File: config.mk
export PLATFORM = sky130hd
export DESIGN_NAME = uncached_load_queue
export DESIGN_NICKNAME = d
export VERILOG_FILES = /design/src/rtl/ulq_pkg.sv /design/src/rtl/ulq_free_list.sv /design/src/rtl/ulq_hold_arb.sv /design/src/rtl/ulq_entry.sv /design/src/rtl/uncached_load_queue.sv
export SDC_FILE = /design/constraint.sdc
export NUM_CORES = 1
export LEC_CHECK = 0
export BUFFER_PORTS_ARGS = -buffer_cell sky130_fd_sc_hd__buf_4
export CELL_PAD_IN_SITES_DETAIL_PLACEMENT = 0
export CELL_PAD_IN_SITES_GLOBAL_PLACEMENT = 1
export CORE_UTILIZATION = 46
export DETAILED_ROUTE_END_ITERATION = 12
export PLACE_DENSITY = 0.85
export SLEW_MARGIN = 10
export SYNTH_ARGS = -nofsm -noshare
export SYNTH_HDL_FRONTEND = slang
export SYNTH_SLANG_ARGS = --single-unit
File: constraint.sdc
create_clock -name clk -period 3.9 [get_ports clk]
set_clock_uncertainty 0.15 [all_clocks]
set_input_delay 0.585 -clock clk [delete_from_list [all_inputs] [get_ports clk]]
set_output_delay 0.585 -clock clk [all_outputs]
set_load 0.005 [all_outputs]
File: src/rtl/ulq_pkg.sv
package ulq_pkg;
    typedef enum logic [2:0] {
        ST_IDLE,
        ST_WAIT_SEND,
        ST_WAIT_RESP,
        ST_WAIT_WB,
        ST_DRAIN
    } ulq_state_e;
endpackage

File: src/rtl/ulq_free_list.sv
module ulq_free_list #(
    parameter int N   = 4,
    parameter int IDW = $clog2(N)
) (
    input  logic           clk,
    input  logic           rst_n,
    input  logic           alloc_i,
    input  logic [N-1:0]   release_i,
    output logic           avail_o,
    output logic [IDW-1:0] alloc_id_o,
    output logic [N-1:0]   free_o
);
    logic [N-1:0] free_q;
    logic [N-1:0] take_mask;

    // lowest free slot wins
    always_comb begin
        alloc_id_o = '0;
        for (int i = N - 1; i >= 0; i--) begin
            if (free_q[i]) alloc_id_o = IDW'(i);
        end
        avail_o   = |free_q;
        take_mask = alloc_i ? (N'(1) << alloc_id_o) : '0;
    end

    always_ff @(posedge clk) begin
        if (!rst_n) free_q <= '1;
        else        free_q <= (free_q & ~take_mask) | release_i;
    end

    assign free_o = free_q;


    release_busy_chk: assert property (@(posedge clk) disable iff (!rst_n)
        (release_i & free_q) == '0);
endmodule

File: src/rtl/ulq_hold_arb.sv
module ulq_hold_arb #(
    parameter int N   = 4,
    parameter int IDW = $clog2(N)
) (
    input  logic           clk,
    input  logic           rst_n,
    input  logic           flush_i,
    input  logic [N-1:0]   pending_i,
    input  logic           ready_i,
    output logic           valid_o,
    output logic [IDW-1:0] id_o
);
    logic           lock_q;
    logic [IDW-1:0] lock_id_q;
    logic [IDW-1:0] low_id;

    always_comb begin
        low_id = '0;
        for (int i = N - 1; i >= 0; i--) begin
            if (pending_i[i]) low_id = IDW'(i);
        end
        valid_o = lock_q | (|pending_i);
        id_o    = lock_q ? lock_id_q : low_id;
    end

    always_ff @(posedge clk) begin
        if (!rst_n || flush_i) begin
            lock_q    <= 1'b0;
            lock_id_q <= '0;
        end else if (valid_o && !ready_i) begin
            lock_q    <= 1'b1;
            lock_id_q <= id_o;
        end else begin
            lock_q    <= 1'b0;
        end
    end


    lock_pending_chk: assert property (@(posedge clk) disable iff (!rst_n)
        lock_q |-> pending_i[lock_id_q]);
endmodule

File: src/rtl/ulq_entry.sv
module ulq_entry
    import ulq_pkg::*;
#(
    parameter int ADDR_W = 32,
    parameter int DATA_W = 64,
    parameter int TAG_W  = 8
) (
    input  logic              clk,
    input  logic              rst_n,
    input  logic              alloc_i,
    input  logic [ADDR_W-1:0] alloc_addr_i,
    input  logic [TAG_W-1:0]  alloc_tag_i,
    input  logic              flush_i,
    input  logic              sent_i,
    input  logic              rsp_hit_i,
    input  logic [DATA_W-1:0] rsp_data_i,
    input  logic              wb_done_i,
    output ulq_state_e        state_o,
    output logic [ADDR_W-1:0] addr_o,
    output logic [TAG_W-1:0]  tag_o,
    output logic [DATA_W-1:0] data_o,
    output logic              release_o
);
    ulq_state_e state_q, state_d;

    always_comb begin
        state_d = state_q;
        unique case (state_q)
            ST_IDLE:      if (alloc_i) state_d = ST_WAIT_SEND;
            ST_WAIT_SEND: begin
                if (flush_i)     state_d = sent_i ? ST_DRAIN : ST_IDLE;
                else if (sent_i) state_d = ST_WAIT_RESP;
            end
            ST_WAIT_RESP: begin
                if (rsp_hit_i)    state_d = flush_i ? ST_IDLE : ST_WAIT_WB;
                else if (flush_i) state_d = ST_DRAIN;
            end
            ST_WAIT_WB:   if (flush_i || wb_done_i) state_d = ST_IDLE;
            ST_DRAIN:     if (rsp_hit_i) state_d = ST_IDLE;
            default:      state_d = ST_IDLE;
        endcase
    end

    always_ff @(posedge clk) begin
        if (!rst_n) state_q <= ST_IDLE;
        else        state_q <= state_d;
    end

    always_ff @(posedge clk) begin
        if (!rst_n) begin
            addr_o <= '0;
            tag_o  <= '0;
            data_o <= '0;
        end else begin
            if (alloc_i && state_q == ST_IDLE) begin
                addr_o <= alloc_addr_i;
                tag_o  <= alloc_tag_i;
            end
            if (rsp_hit_i && state_q == ST_WAIT_RESP) data_o <= rsp_data_i;
        end
    end

    always_comb begin
        state_o   = state_q;
        release_o = (state_q != ST_IDLE) && (state_d == ST_IDLE);
    end


    sent_state_chk: assert property (@(posedge clk) disable iff (!rst_n)
        sent_i |-> state_q == ST_WAIT_SEND);

    wb_state_chk: assert property (@(posedge clk) disable iff (!rst_n)
        wb_done_i |-> state_q == ST_WAIT_WB);
endmodule

File: src/rtl/uncached_load_queue.sv
module uncached_load_queue
    import ulq_pkg::*;
#(
    parameter int NUM_ENTRIES = 4,
    parameter int ADDR_W      = 32,
    parameter int DATA_W      = 64,
    parameter int TAG_W       = 8,
    localparam int IDW        = $clog2(NUM_ENTRIES)
) (
    input  logic              clk,
    input  logic              rst_n,
    input  logic              flush,
    input  logic              req_valid,
    output logic              req_ready,
    input  logic [ADDR_W-1:0] req_addr,
    input  logic [TAG_W-1:0]  req_tag,
    output logic              bus_req_valid,
    input  logic              bus_req_ready,
    output logic [IDW-1:0]    bus_req_id,
    output logic [ADDR_W-1:0] bus_req_addr,
    input  logic              rsp_valid,
    input  logic [IDW-1:0]    rsp_id,
    input  logic [DATA_W-1:0] rsp_data,
    output logic              wb_valid,
    input  logic              wb_ready,
    output logic [TAG_W-1:0]  wb_tag,
    output logic [DATA_W-1:0] wb_data
);
    localparam int N = NUM_ENTRIES;

    ulq_state_e        ent_st   [N];
    logic [ADDR_W-1:0] ent_addr [N];
    logic [TAG_W-1:0]  ent_tag  [N];
    logic [DATA_W-1:0] ent_data [N];
    logic [N-1:0]      release_v, send_pend, wb_pend, free_v;
    logic              avail, req_fire, bus_fire, wb_fire;
    logic [IDW-1:0]    alloc_id, wb_id;

    assign req_ready = avail && !flush;
    assign req_fire  = req_valid && req_ready;
    assign bus_fire  = bus_req_valid && bus_req_ready;
    assign wb_fire   = wb_valid && wb_ready;

    ulq_free_list #(.N(N), .IDW(IDW)) u_free (
        .clk(clk), .rst_n(rst_n), .alloc_i(req_fire), .release_i(release_v),
        .avail_o(avail), .alloc_id_o(alloc_id), .free_o(free_v)
    );

    for (genvar g = 0; g < N; g++) begin : g_ent
        ulq_entry #(.ADDR_W(ADDR_W), .DATA_W(DATA_W), .TAG_W(TAG_W)) u_ent (
            .clk(clk), .rst_n(rst_n),
            .alloc_i(req_fire && alloc_id == IDW'(g)),
            .alloc_addr_i(req_addr), .alloc_tag_i(req_tag),
            .flush_i(flush),
            .sent_i(bus_fire && bus_req_id == IDW'(g)),
            .rsp_hit_i(rsp_valid && rsp_id == IDW'(g)),
            .rsp_data_i(rsp_data),
            .wb_done_i(wb_fire && wb_id == IDW'(g)),
            .state_o(ent_st[g]), .addr_o(ent_addr[g]), .tag_o(ent_tag[g]),
            .data_o(ent_data[g]), .release_o(release_v[g])
        );
        assign send_pend[g] = ent_st[g] == ST_WAIT_SEND;
        assign wb_pend[g]   = ent_st[g] == ST_WAIT_WB;


        free_state_chk: assert property (@(posedge clk) disable iff (!rst_n)
            free_v[g] == (ent_st[g] == ST_IDLE));
    end

    ulq_hold_arb #(.N(N), .IDW(IDW)) u_send_arb (
        .clk(clk), .rst_n(rst_n), .flush_i(flush), .pending_i(send_pend),
        .ready_i(bus_req_ready), .valid_o(bus_req_valid), .id_o(bus_req_id)
    );

    ulq_hold_arb #(.N(N), .IDW(IDW)) u_wb_arb (
        .clk(clk), .rst_n(rst_n), .flush_i(flush), .pending_i(wb_pend),
        .ready_i(wb_ready), .valid_o(wb_valid), .id_o(wb_id)
    );

    assign bus_req_addr = ent_addr[bus_req_id];
    assign wb_tag       = ent_tag[wb_id];
    assign wb_data      = ent_data[wb_id];


    bus_hold_chk: assert property (@(posedge clk) disable iff (!rst_n)
        bus_req_valid && !bus_req_ready && !flush |=>
            bus_req_valid && $stable(bus_req_id) && $stable(bus_req_addr));

    wb_hold_chk: assert property (@(posedge clk) disable iff (!rst_n)
        wb_valid && !wb_ready && !flush |=>
            wb_valid && $stable(wb_tag) && $stable(wb_data));
endmodule

**Yosys cells after proc, flatten, opt, wreduce, memory -nomap -nowiden**

Cells that the tools add are included.

- Bits in writable memories: 0
- Bits in read-only memories: 0
- Flip-flop bits (word level): 438
- Bits in latches: 0
- Memories kept: 0
- Input bits: 113

- Order comparisons: 2
- Equal/unequal tests: 28
- Multiply operators: 0
- Bitwise logic cells: 7
- Add/sub/neg operators: 0
- Shifts and indexed selects: 1
- Reductions and logical operators: 62
- Divide/modulo/power cells: 0
- Muxes and demuxes: 63

Operators with widths:

| kind | number |
|---|---|
| binary-select mux 64 bit (select 2 bit) | 1 |
| two-way mux 64 bit | 2 |
| two-way mux 3 bit | 32 |
| binary-select mux 32 bit (select 2 bit) | 1 |
| two-way mux 32 bit | 2 |
| case mux 3 bit (5 select lines) | 4 |
| logical AND 1 bit | 34 |
| two-way mux 2 bit | 15 |
| == test 3 x 2 -> 1 bit (second input constant) | 8 |
| logical NOT 3 bit | 8 |
| binary-select mux 8 bit (select 2 bit) | 1 |
| == test 2 bit (second input constant) | 8 |
| two-way mux 8 bit | 2 |
| == test 3 x 1 -> 1 bit (second input constant) | 4 |
| == test 3 bit (second input constant) | 4 |
| nonzero test 3 bit | 4 |
| OR reduction 4 bit | 3 |
| == test 2 x 1 -> 1 bit (second input constant) | 4 |
| logical NOT 2 bit | 4 |
| greater-or-equal comparator 3 bit (second input constant) | 2 |
| NOT 2 -> 3 bit | 2 |
| logical OR 1 bit | 5 |
| AND 4 bit | 1 |
| logical NOT 1 bit | 4 |
| other kinds (6) | 8 |

**Logic depth before layout (Yosys ltp)**

Gate-level depths: netlist of run 1.

- Word-level depth: 14
- Mapped depth: 10
- Mapped depth without buffers: 8

**Modules after synthesis**

A second synthesis of run 1 with hierarchy kept.

- Cell total of the unflattened synthesis: 2160
- Area, all modules: 19862.8 um^2

By module, submodules not included:

| module | seq. area each (um^2) | cells an instance | area each (um^2) | times used |
|---|---|---|---|---|
| ulq_entry | 2142.1 | 482 | 4140.2 | 4 |
| uncached_load_queue | 0.0 | 162 | 2721.4 | 1 |
| ulq_hold_arb | 60.1 | 25 | 200.2 | 2 |
| ulq_free_list | 80.1 | 20 | 180.2 | 1 |

**Worst setup path after synthesis of run 1**

OpenSTA, ideal clock, no wires.

- Path type: flip-flop to output port
- Start: register g_ent[3].u_ent.state_q[0]
- End: output bus_req_addr[31]
- Path slack: 1.365 ns
- Buffers on the path: 2
- Arrival time: 1.800 ns
- Stages on the path, launching flop included: 8
- Cell sequence: dfxtp_1 > buf_6 > nor3b_4 > nor2_1 > o41a_1 > buf_6 > clkinv_4 > mux4_2

- Word-level cells in the longest chain between the ends: 10

RTL lines:

| element | RTL line | RTL |
|---|---|---|
| start: declaration | ulq_entry.sv:24 | `ulq_state_e state_q, state_d;` |
| start signal: assignment | ulq_entry.sv:46 | `else state_q <= state_d;` |
| == test 3 x 1 -> 1 bit | uncached_load_queue.sv:62 | `assign send_pend[g] = ent_st[g] == ST_WAIT_SEND;` |
| two-way mux 2 bit (4 in series) | ulq_hold_arb.sv:20 | `if (pending_i[i]) low_id = IDW'(i);` |
| two-way mux 2 bit | ulq_hold_arb.sv:23 | `id_o = lock_q ? lock_id_q : low_id;` |
| via bus_req_id[1] | uncached_load_queue.sv:19 | `output logic [IDW-1:0] bus_req_id,` |
| NOT 2 -> 3 bit (implied by the code) | uncached_load_queue.sv:80 | `assign bus_req_addr = ent_addr[bus_req_id];` |
| binary-select mux 32 bit (select 2 bit) | uncached_load_queue.sv:80 |  |
| two-way mux 32 bit (implied by the code) (2 in series) | uncached_load_queue.sv:80 |  |
| end: declaration | uncached_load_queue.sv:20 | `output logic [ADDR_W-1:0] bus_req_addr,` |

The timed path passes the listed nets, and every way through them passes these cells. The select of a mux whose other input is x is not followed.

**Worst setup path after layout of run 1**

- Start: register g_ent[1].u_ent.state_q[2]
- End: output wb_data[13]

- Word-level cells in the longest chain between the ends: 8

RTL lines:

| element | RTL line | RTL |
|---|---|---|
| start: declaration | ulq_entry.sv:24 |  |
| start signal: assignment | ulq_entry.sv:46 |  |
| == test 3 x 2 -> 1 bit | uncached_load_queue.sv:63 | `assign wb_pend[g] = ent_st[g] == ST_WAIT_WB;` |
| two-way mux 2 bit (2 in series) | ulq_hold_arb.sv:20 |  |
| two-way mux 2 bit | ulq_hold_arb.sv:23 |  |
| NOT 2 -> 3 bit (implied by the code) | uncached_load_queue.sv:82 | `assign wb_data = ent_data[wb_id];` |
| binary-select mux 64 bit (select 2 bit) | uncached_load_queue.sv:82 |  |
| two-way mux 64 bit (implied by the code) (2 in series) | uncached_load_queue.sv:82 |  |
| end: declaration | uncached_load_queue.sv:27 | `output logic [DATA_W-1:0] wb_data` |

Every way passes these cells. The select of a mux whose other input is x is not followed.

==> results of run 1 <==
[worst max-delay path by stage]
stage / startpoint / endpoint / depth (start not counted)
2_1_floorplan: g_ent[3].u_ent.state_o[0]$_SDFF_PN0_ / bus_req_addr[31] / 7
3_3_place_gp: g_ent[1].u_ent.state_o[0]$_SDFF_PN0_ / bus_req_addr[25] / 6
3_5_place_dp: g_ent[1].u_ent.state_o[0]$_SDFF_PN0_ / wb_data[4] / 8
4_1_cts: g_ent[1].u_ent.state_o[0]$_SDFF_PN0_ / wb_data[4] / 8
5_1_grt: g_ent[1].u_ent.state_o[2]$_SDFF_PN0_ / wb_data[31] / 9
6_report: g_ent[1].u_ent.state_o[2]$_SDFF_PN0_ / wb_data[13] / 7
[Yosys cell counts (2+ instances only)]
master    number
a21oi_1      433
buf_1          7
o31ai_1        2
nand2_1      998
or4_1          2
clkbuf_1     153
nor2_1        28
and3_1         5
or3_1          2
and2_1        77
mux2i_1        3
nor3_1         8
o21ai_0       12
nand4b_1       3
buf_2         32
nand3_1        8
nor3b_2        2
a31oi_1       80
a21o_1         2
nor4_1         4
buf_4          3
nor3b_1        2
or3b_2         2
buf_6          3
nor2b_1        4
o41ai_1        2
mux4_2        32
a211oi_1      73
inv_1          5
nand3b_1       6
dfxtp_1      438
nand2b_1       7
[layer usage]
layer / GRT usage / routed length (µm)
met4: 0.0814 / 1120
met2: 0.435 / 25900
met3: 0.0552 / 4280
met5: 0 / 0
met1: 0.340 / 23400
[flip-flops by register name, summed over array words and instances (netlist names)]
name,cells
u_wb_arb.lock_id_q,2
u_free.free_o,4
u_send_arb.lock_id_q,2
g_ent.u_ent.state_o,12
u_send_arb.lock_q,1
u_wb_arb.lock_q,1
g_ent.u_ent.tag_o,32
g_ent.u_ent.data_o,256
g_ent.u_ent.addr_o,128
[cells by family after synthesis]
group / count (synthesis)
buffers and inverters: 205
and+or+nand+nor: 1165
AOI/OAI and AO/OA: 615
muxes: 36
DFF: 438
[cell type report]
class                           instances  area share
Tap cell                              525      0.0298
Timing Repair Buffer                  253      0.0924
Clock inverter                          6     0.00261
Multi-Input combinational cell       1816       0.410
Inverter                                7     0.00176
Clock buffer                           74      0.0649
Sequential cell                       438       0.398
Antenna cell                            2    0.000227
[metrics by stage]
step	hold WS, ns	area, µm²	total power [mW]
floorplan	0.279	18600	4.82
global placement	0.286	20500	5.06
detailed placement	0.292	20500	5.06
CTS	0.0976	22000	9.42
global route	0.111	22000	9.65
finish	0.125	22000	9.32
[worst register-to-register path, stage by stage, from the launching register on]
cell,delay (ns)
dfxtp_1,0.52
nor3b_4,0.32
nor2_1,0.10
o41a_2,0.51
buf_4,0.31
nor3b_2,0.31
o311ai_1,0.14
o31ai_1,0.27
[power by group through the flow]
stage / clock network (mW) / registers, mW / logic [mW]
4_1_cts: 4.45 / 4.53 / 0.440
3_3_place_gp: 0 / 4.62 / 0.432
6_report: 4.35 / 4.53 / 0.440
5_1_grt: 4.64 / 4.53 / 0.478
2_1_floorplan: 0 / 4.62 / 0.197
3_5_place_dp: 0 / 4.63 / 0.438
[what timing repair did]
item	CTS	global route
hold buffers	0	0
gates resized for setup	0	1
endpoints found under the setup margin	0	2
buffers inserted	0	0
==> flow_metrics.py, run 1 <==
metrics = {
    "die": {
        "die_x_um": 203,
        "start_util": 0.467,
        "rows": 73,
        "pin_count": 222,
        "die_h_um": 203,
        "fp.coreArea_mm2": 0.0397,
        "die_area_mm2": 0.0412,
    },
    "worst_setup_path": {
        "r2r.worst_path.cells": 7,
        "path_common_cell": "a31oi_1",
        "r2r_end": "u_free.free_o[2]$_SDFF_PN1_",
        "crit_chain": "inv_1, a31oi_1, a32o_4, buf_12, a211oi_1, a31oi_1, buf_4",
        "endpoint_kind": "output port",
        "r2r_start": "g_ent[3].u_ent.state_o[0]$_SDFF_PN0_",
        "crit_family": "compound AO/OA/AOI/OAI gates",
        "rrSetupSlack_ns": 1.17,
        "required_ns": 3.16,
        "cp_max_fo": 60,
        "cp.arrival_ns": 2.96,
        "worst_path_largest_cell_delay_ns": 0.50,
        "critPathLaunchType": "flop",
        "cpMaxStageDelayCell": "a32o_4",
        "path_class": "reg -> out",
        "crit_buf_inv": 3,
    },
    "global_routing": {
        "grt-ovfl-total": 0,
        "track_usage": 0.262,
        "first_global_vias": 16358,
        "antenna_found_initial": 2,
        "grt_first_pass_wirelength_um": 87200,
        "grt_max_degree": 117,
    },
    "route": {
        "vias_per_cell": 5.52,
        "drtAntennaViolNets": 0,
        "drc": 0,
        "routedWlPerCell_um": 17.5,
        "vias": 17235,
        "routed_wl_um": 54700,
        "drtPass1Iterations": 5,
        "drtIter0Drc": 1164,
    },
    "status": {
        "run_status": "finished, final reports clean",
    },
    "timing": {
        "worst_pin_slew_ns": 1.07,
        "finalHoldViolCount": 0,
        "finalSetupViolCount": 0,
        "relSlewSlack": 0.289,
        "rsz0062_at_grt": "no",
        "min_period_over_period": 0.948,
        "tns_ns": 0,
        "max_freq_mhz": 270,
        "slew_violations": 0,
        "layout_setup_ws_ns": 0.202,
        "fin_crit_ns": 3.70,
    },
    "synthesis": {
        "synthSimpleGateAreaFrac": 0.257,
        "synth_top_area_share": 0.472,
        "synth_cell_types": 53,
        "synth_top_cell_by_area": "dfxtp_1",
        "synth_xor_area_frac": 0,
        "synth_top_family_by_area": "simple AND/OR/NAND/NOR gates",
        "ys_seq_elements": 438,
        "syn_inst": 2459,
        "yosysWarnings": 0,
        "synthMuxAreaShare": 0.0410,
        "async_flop_share": 0,
        "synth_compound_area_frac": 0.184,
        "ys_seq_area_frac": 0.472,
        "synth_edf_count": 0,
        "avgSynthCellArea_um2": 7.55,
        "ys.flop_type": "dfxtp_1",
        "synth_area_mm2": 0.0186,
        "synthTopCellsByArea": "dfxtp_1 (47%), nand2_1 (20%), a21oi_1 (12%)",
        "synth.net_count": 2572,
        "synth_fa_ha_area_frac": 0,
    },
    "power_and_ir_drop": {
        "clockPowerShare": 0.467,
        "ir_drop_mv": 0.286,
        "pwr-share-seq": 0.486,
        "power.switching_mw": 2.06,
        "intPower_mw": 7.25,
        "switching_share": 0.222,
        "power_frac_comb": 0.047,
        "power.density_mw_per_mm2": 423,
        "power_leakage_nw": 7.52,
    },
    "cells_and_area": {
        "finalNetCount": 2677,
        "final_cell_mix": "nand2_1 (997), dfxtp_1 (437), a21oi_1 (432), buf_4 (242), a31oi_1 (80)",
        "drive_above_1_share": 0.145,
        "multi_input_area_mm2": 0.00904,
        "mostFrequentLayoutCell": "nand2_1",
        "synthToLayoutAreaGrowth_pct": 18.7,
        "fin_util": 0.555,
        "regArea_mm2": 0.00877,
        "nFillCells": 3793,
        "final_cells": 3121,
    },
    "min_path": {
        "hold_path_depth": 3,
        "hp-class": "in -> reg",
        "min_delay_worst_endpoint": "g_ent[3].u_ent.tag_o[0]$_SDFFE_PN0P_",
        "hp-start": "req_tag[0]",
    },
    "clocking": {
        "clock-sinks": 438,
        "path_clk_slew_ns": 0.06,
        "root_buffer": "clkbuf_16",
        "cts_tree": "yes",
        "clock_latency_ns": 0.57,
        "cts_inserted_buffers": 48,
        "clockBufferDepth": 3,
        "htreeDepth": 2,
    },
    "placed_design": {
        "gp_congestion": 0.797,
        "hpwlAfterDp_um": 31200,
        "place_inst": 3039,
        "dpl_worst_slack_ns": 0.732,
        "io_buffers": 221,
    },
    "run": {
        "cap_viol_max_count": 0,
    },
}
(Power assumes the default switching activity.)
==> run 2: changes to the inputs <==
- CORE_ASPECT_RATIO: default -> 0.6
==> run 2 against run 1 <==
  * The flow now finishes with violations (design-rule violations)
  * First-iteration DRC count increased by 26%
  * Global-route usage rose by 0.73 points
  * Clock power is 2% lower
  * Register-to-register slack better by 0.06 ns
  * Via count is 0.97% higher
  * Non-clock buffer count increased by 14
  * Die area is essentially flat
  * Sequential share of layout area fell by 0.056 points
  * Count of clock-buffer cells in the layout is 14 lower
  * Critical path depth fell by 1
  * Maximum frequency increased by 0.21%
  * Core utilization up 0.48 points
  * Critical endpoint is now bus_req_addr[3]
  * Largest cell class unchanged
==> flow_metrics.py, run 2 (same netlist as run 1, synthesis figures left out) <==
metrics = {
    "clocking": {
        "path_clk_slew_ns": 0.07,
        "clock-sinks": 438,
        "holdBufCountCts": 0,
        "cts_tree": "yes",
        "root_buffer": "clkbuf_16",
        "clockBufferDepth": 3,
        "clock_latency_ns": 0.55,
        "cts_inserted_buffers": 43,
        "htreeDepth": 2,
    },
    "route": {
        "vias": 17402,
        "routedWlPerCell_um": 18.1,
        "drtAntennaViolNets": 0,
        "drtPass1Iterations": 10,
        "vias_per_cell": 5.56,
        "drtIter0Drc": 1467,
        "routed_wl_um": 56600,
        "drc": 6,
    },
    "worst_setup_path": {
        "crit_buf_inv": 2,
        "path_common_cell": "buf_4",
        "path_class": "reg -> out",
        "worst_path_largest_cell_delay_ns": 0.63,
        "cp_max_fo": 25,
        "required_ns": 3.16,
        "crit_family": "compound AO/OA/AOI/OAI gates",
        "crit_chain": "nor3b_4, nor2_1, o41a_2, buf_4, mux4_2, buf_4",
        "cpMaxStageDelayCell": "o41a_2",
        "critPathLaunchType": "flop",
        "endpoint_kind": "output port",
        "cp.arrival_ns": 2.96,
    },
    "status": {
        "run_status": "finished, violations left",
        "violations": "design-rule violations",
    },
    "cells_and_area": {
        "drive_above_1_share": 0.152,
        "largest_register": "g_ent.u_ent.data_o",
        "finalNetCount": 2686,
        "largestRegisters": "g_ent.u_ent.data_o x256, g_ent.u_ent.addr_o x128, g_ent.u_ent.tag_o x32",
        "synthToLayoutAreaGrowth_pct": 18.9,
        "mostFrequentLayoutCell": "nand2_1",
        "final_cell_mix": "nand2_1 (997), dfxtp_1 (437), a21oi_1 (432), buf_4 (257), a31oi_1 (80)",
        "largest_register_ffs": 256,
        "fin_util": 0.559,
        "nFillCells": 3705,
    },
    "timing": {
        "relSlewSlack": 0.304,
        "max_freq_mhz": 271,
        "rsz0062_at_grt": "no",
        "min_period_over_period": 0.946,
        "tns_ns": 0,
        "worst_pin_slew_ns": 1.04,
        "fin_crit_ns": 3.69,
        "finalSetupViolCount": 0,
        "whs_ns": 0.144,
        "slew_violations": 0,
        "finalHoldViolCount": 0,
    },
    "die": {
        "die_x_um": 261,
        "fp.coreArea_mm2": 0.0394,
        "die_area_mm2": 0.0412,
        "pin_count": 222,
        "die_h_um": 158,
        "start_util": 0.471,
        "rows": 56,
    },
    "placed_design": {
        "io_buffers": 221,
        "hpwlAfterDp_um": 33700,
        "gp_congestion": 0.868,
    },
    "global_routing": {
        "grt_max_degree": 118,
        "first_global_vias": 16250,
        "grt-ovfl-total": 0,
        "track_usage": 0.270,
        "antenna_found_initial": 2,
        "grt_first_pass_wirelength_um": 88800,
    },
    "power_and_ir_drop": {
        "power.density_mw_per_mm2": 418,
        "power_leakage_nw": 7.57,
        "total_power_mw": 9.24,
        "ir_drop_mv": 0.289,
    },
    "run": {
        "cap_viol_max_count": 0,
    },
    "min_path": {
        "hp-class": "in -> reg",
    },
}
## run 2: layer usage
metal,wire length [µm],GRT usage,vias to the layer above,part of all wire
li1,-,-,8438,-
met1,25800,0.383,8299,0.46
met2,25700,0.426,581,0.45
met3,3950,0.0439,82,0.070
met4,1110,0.0676,2,0.020
met5,13,0,-,0.00023
## run 2: report_power, final
part	total, mW	internal, mW	switching, mW
Combinational	0.448	0.183	0.266
Clock	4.26	2.45	1.81
Sequential	4.53	4.51	0.0211
Total	9.24	7.14	2.10
## run 2: area by class of cell
class | instances | area (µm²) | share of cell area
flip-flops and latches | 438 | 8770 | 0.397
inverters | 7 | 38.8 | 0.00176
clock inverters | 17 | 185 | 0.00839
repair buffers | 267 | 2130 | 0.0965
diodes | 1 | 2.50 | 0.000113
well taps | 522 | 653 | 0.0296
clock buffers | 60 | 1250 | 0.0567
multi-input cells | 1816 | 9040 | 0.410
## run 2: worst paths after layout
kind / from / to / slack, ns / cells after the start
min reg2reg: g_ent[0].u_ent.data_o[39]$_SDFFE_PN0P_ / g_ent[0].u_ent.data_o[39]$_SDFFE_PN0P_ / 0.30 / 2
min: rsp_data[60] / g_ent[0].u_ent.data_o[60]$_SDFFE_PN0P_ / 0.14 / 3
max reg2reg: g_ent[3].u_ent.state_o[0]$_SDFF_PN0_ / u_free.free_o[3]$_SDFF_PN1_ / 1.23 / 8
max: g_ent[3].u_ent.state_o[0]$_SDFF_PN0_ / bus_req_addr[3] / 0.21 / 6
## run 2: stage by stage
stage	instance area, µm²	setup slack, ns	cells
final	22100	0.210	3128
after floorplan	18600	1.37	2459
after CTS	22100	0.125	3127
after global placement	20600	0.745	3050
after global routing	22100	0.0492	3128
after detailed placement	20600	0.735	3050
## run 2: tightest hold or removal path, stage by stage
cell,delay (ns)
buf_4,0.12
nand2_1,0.05
a21oi_1,0.05
## run 2: timing repair
item,4_1_cts,5_1_grt
hold endpoints to repair,0,0
setup buffers,0,0
setup endpoints to repair,0,32
gates resized for setup,0,1
==> run 3: changes to the inputs <==
- ABC_AREA: default -> 1
==> run 3 against run 2 <==
  * The flow now finishes without violations
  * Combinational power is 4% higher
  * Count of clock-buffer cells in the layout is 4 higher
  * Total power rose by 1.0%
  * First-iteration DRC count up 5.2%
  * Non-clock buffer count is 15 lower
  * Largest cell class is now registers
  * Largest power group unchanged
  * Highest routed layer is now met4
==> flow_metrics.py, run 3 <==
metrics = {
    "worst_setup_path": {
        "crit_chain": "nand3_1, nand3_1, nand2_1, nor2_2, nand2_1, inv_2, buf_12, a22oi_1, nand2_1, buf_4",
        "cp.arrival_ns": 2.79,
        "worst_path_largest_cell_delay_ns": 0.39,
        "path_class": "reg -> out",
        "cpMaxStageDelayCell": "dfxtp_1",
        "r2r.worst_path.cells": 14,
        "required_ns": 3.16,
        "cp_max_fo": 55,
        "endpoint_kind": "output port",
        "critPathLaunchType": "flop",
        "path_common_cell": "nand2_1",
    },
    "cells_and_area": {
        "synthToLayoutAreaGrowth_pct": 18.6,
        "nFillCells": 3517,
        "largest_register": "g_ent.u_ent.data_o",
        "fin_util": 0.558,
        "finalNetCount": 2597,
        "largest_register_ffs": 256,
        "drive_above_1_share": 0.155,
        "mostFrequentLayoutCell": "nor2_1",
        "final_cell_mix": "nor2_1 (602), dfxtp_1 (438), o21ai_0 (384), buf_4 (245), nand2_1 (205)",
        "largestRegisters": "g_ent.u_ent.data_o x256, g_ent.u_ent.addr_o x128, g_ent.u_ent.tag_o x32",
        "final_cells": 3029,
    },
    "die": {
        "fp.coreArea_mm2": 0.0381,
        "rows": 55,
        "die_x_um": 257,
        "start_util": 0.471,
        "die_area_mm2": 0.0398,
        "die_h_um": 155,
        "pin_count": 222,
    },
    "clocking": {
        "htreeDepth": 2,
        "cts_tree": "yes",
        "holdBufCountCts": 0,
        "path_clk_slew_ns": 0.06,
        "ctsResizeCount": 0,
        "cts_inserted_buffers": 42,
        "clock-sinks": 438,
        "root_buffer": "clkbuf_16",
        "cts_setup_buffers": 0,
        "clock_latency_ns": 0.55,
        "clockBufferDepth": 3,
    },
    "synthesis": {
        "yosysMostFrequentCell": "nor2_1",
        "synth.net_count": 2476,
        "avgSynthCellArea_um2": 7.58,
        "yosysWarnings": 0,
        "synth_area_mm2": 0.0179,
        "synth_top_area_share": 0.489,
        "synth_cell_types": 32,
        "async_flop_share": 0,
        "syn_inst": 2363,
        "ys_seq_area_frac": 0.489,
        "synth_edf_count": 0,
        "synth_top_cell_by_area": "dfxtp_1",
        "ys.flop_type": "dfxtp_1",
        "ys_seq_elements": 438,
        "synthTopCellsByArea": "dfxtp_1 (49%), nor2_1 (13%), o21ai_0 (11%)",
        "yosys-top-cells-count": "nor2_1 (606), dfxtp_1 (438), o21ai_0 (384), nand2_1 (205), a22oi_1 (158)",
    },
    "global_routing": {
        "grt_first_pass_wirelength_um": 86900,
        "grt_max_degree": 186,
        "antenna_found_initial": 1,
        "first_global_vias": 16023,
        "track_usage": 0.266,
        "grt-ovfl-total": 0,
    },
    "min_path": {
        "hp-class": "in -> reg",
        "hold_path_depth": 2,
    },
    "route": {
        "wl_met3_um": 3430,
        "routed_wl_um": 54000,
        "drc": 0,
        "maxUsedRoutingLayer": "met4",
        "drtPass1Iterations": 5,
        "drtAntennaViolNets": 0,
        "routedWlPerCell_um": 17.8,
        "vias": 16727,
        "drtIter0Drc": 1543,
        "met1Wirelength_um": 25500,
        "dr_wl_met2_um": 23700,
        "vias_per_cell": 5.52,
    },
    "timing": {
        "max_freq_mhz": 284,
        "tns_ns": 0,
        "worst_pin_slew_ns": 1.04,
        "fin_crit_ns": 3.52,
        "whs_ns": 0.0949,
        "min_period_over_period": 0.904,
        "finalSetupViolCount": 0,
        "relSlewSlack": 0.307,
        "finalHoldViolCount": 0,
        "rsz0062_at_grt": "no",
        "slew_violations": 0,
    },
    "placed_design": {
        "gp_congestion": 0.810,
        "io_buffers": 221,
        "place_inst": 2953,
        "hpwlAfterDp_um": 31800,
    },
    "status": {
        "run_status": "finished, final reports clean",
    },
    "power_and_ir_drop": {
        "power.density_mw_per_mm2": 439,
        "total_power_mw": 9.33,
        "power_leakage_nw": 9.44,
        "ir_drop_mv": 0.308,
    },
    "run": {
        "cap_viol_max_count": 0,
    },
}
## run 3: cell count changes after synthesis, sizes merged, moves of 34 or more
| cell | before | now |
|---|---|---|
| clkbuf | 153 | 96 |
| inv | 6 | 98 |
| a22oi | 1 | 158 |
| buf | 45 | 79 |
| nand3 | 9 | 83 |
| o21ai | 12 | 390 |
| nor2 | 28 | 615 |
| a211oi | 73 | 38 |
| nand2 | 998 | 210 |
| and2 | 77 | 0 |
| a21oi | 433 | 124 |
| a31oi | 80 | 3 |
## run 3: report_power, final
part	internal (mW)	total (mW)	leakage [nW]	switching (mW)
Clock	2.53	4.31	0.717	1.78
Sequential	4.52	4.55	3.54	0.0259
Combinational	0.187	0.467	5.18	0.280
Total	7.24	9.33	9.44	2.09
## run 3: layer usage
metal  vias up  global-route usage
met5         -                   0
met4         0              0.0760
met3        94              0.0388
met2       545               0.411
met1      7914               0.386
li1       8174                   -
## run 3: cell type report
class	count	area, µm²	share of cell area
Timing Repair Buffer	252	1970	0.0929
Multi-Input combinational cell	1651	8030	0.378
Clock inverter	11	174	0.00819
Clock buffer	64	1270	0.0600
Tap cell	513	642	0.0302
Antenna cell	1	2.50	0.000118
Sequential cell	438	8770	0.413
Inverter	99	375	0.0177
## run 3: kinds of logic (layout without fill, tap and decap cells)
group                  Yosys count  count (layout)  synth area share
and+or+nand+nor                935             935             0.210
DFF                            438             438             0.489
buffers and inverters          274             426            0.0643
other                            0               1                 0
AOI/OAI and AO/OA              716             716             0.236
## run 3: worst paths after layout
| check | to | from | slack (ns) |
|---|---|---|---|
| hold reg to reg | u_send_arb.lock_id_q[1]$_SDFFE_PP0P_ | u_send_arb.lock_id_q[1]$_SDFFE_PP0P_ | 0.31 |
| hold / removal | u_wb_arb.lock_q$_SDFF_PP0_ | wb_ready | 0.09 |
| setup reg to reg | u_free.free_o[1]$_SDFF_PN1_ | g_ent[0].u_ent.state_o[2]$_SDFF_PN0_ | 1.45 |
| setup / recovery | wb_data[55] | g_ent[2].u_ent.state_o[0]$_SDFF_PN0_ | 0.38 |
## run 3: critical path: cells and delay by family, from the launching register on
| family | cells | cell delay [ns] |
|---|---|---|
| compound gates | 1 | 0.13 |
| buf+inv | 3 | 0.78 |
| simple gates | 6 | 0.89 |
| flops | 1 | 0.39 |
## run 3: per-stage QoR
stage | instance area (µm²) | setup WS (ns)
6_report | 21200 | 0.376
3_5_place_dp | 19800 | 0.961
5_1_grt | 21200 | 0.135
3_3_place_gp | 19800 | 0.987
4_1_cts | 21200 | 0.374
2_1_floorplan | 17900 | 1.74
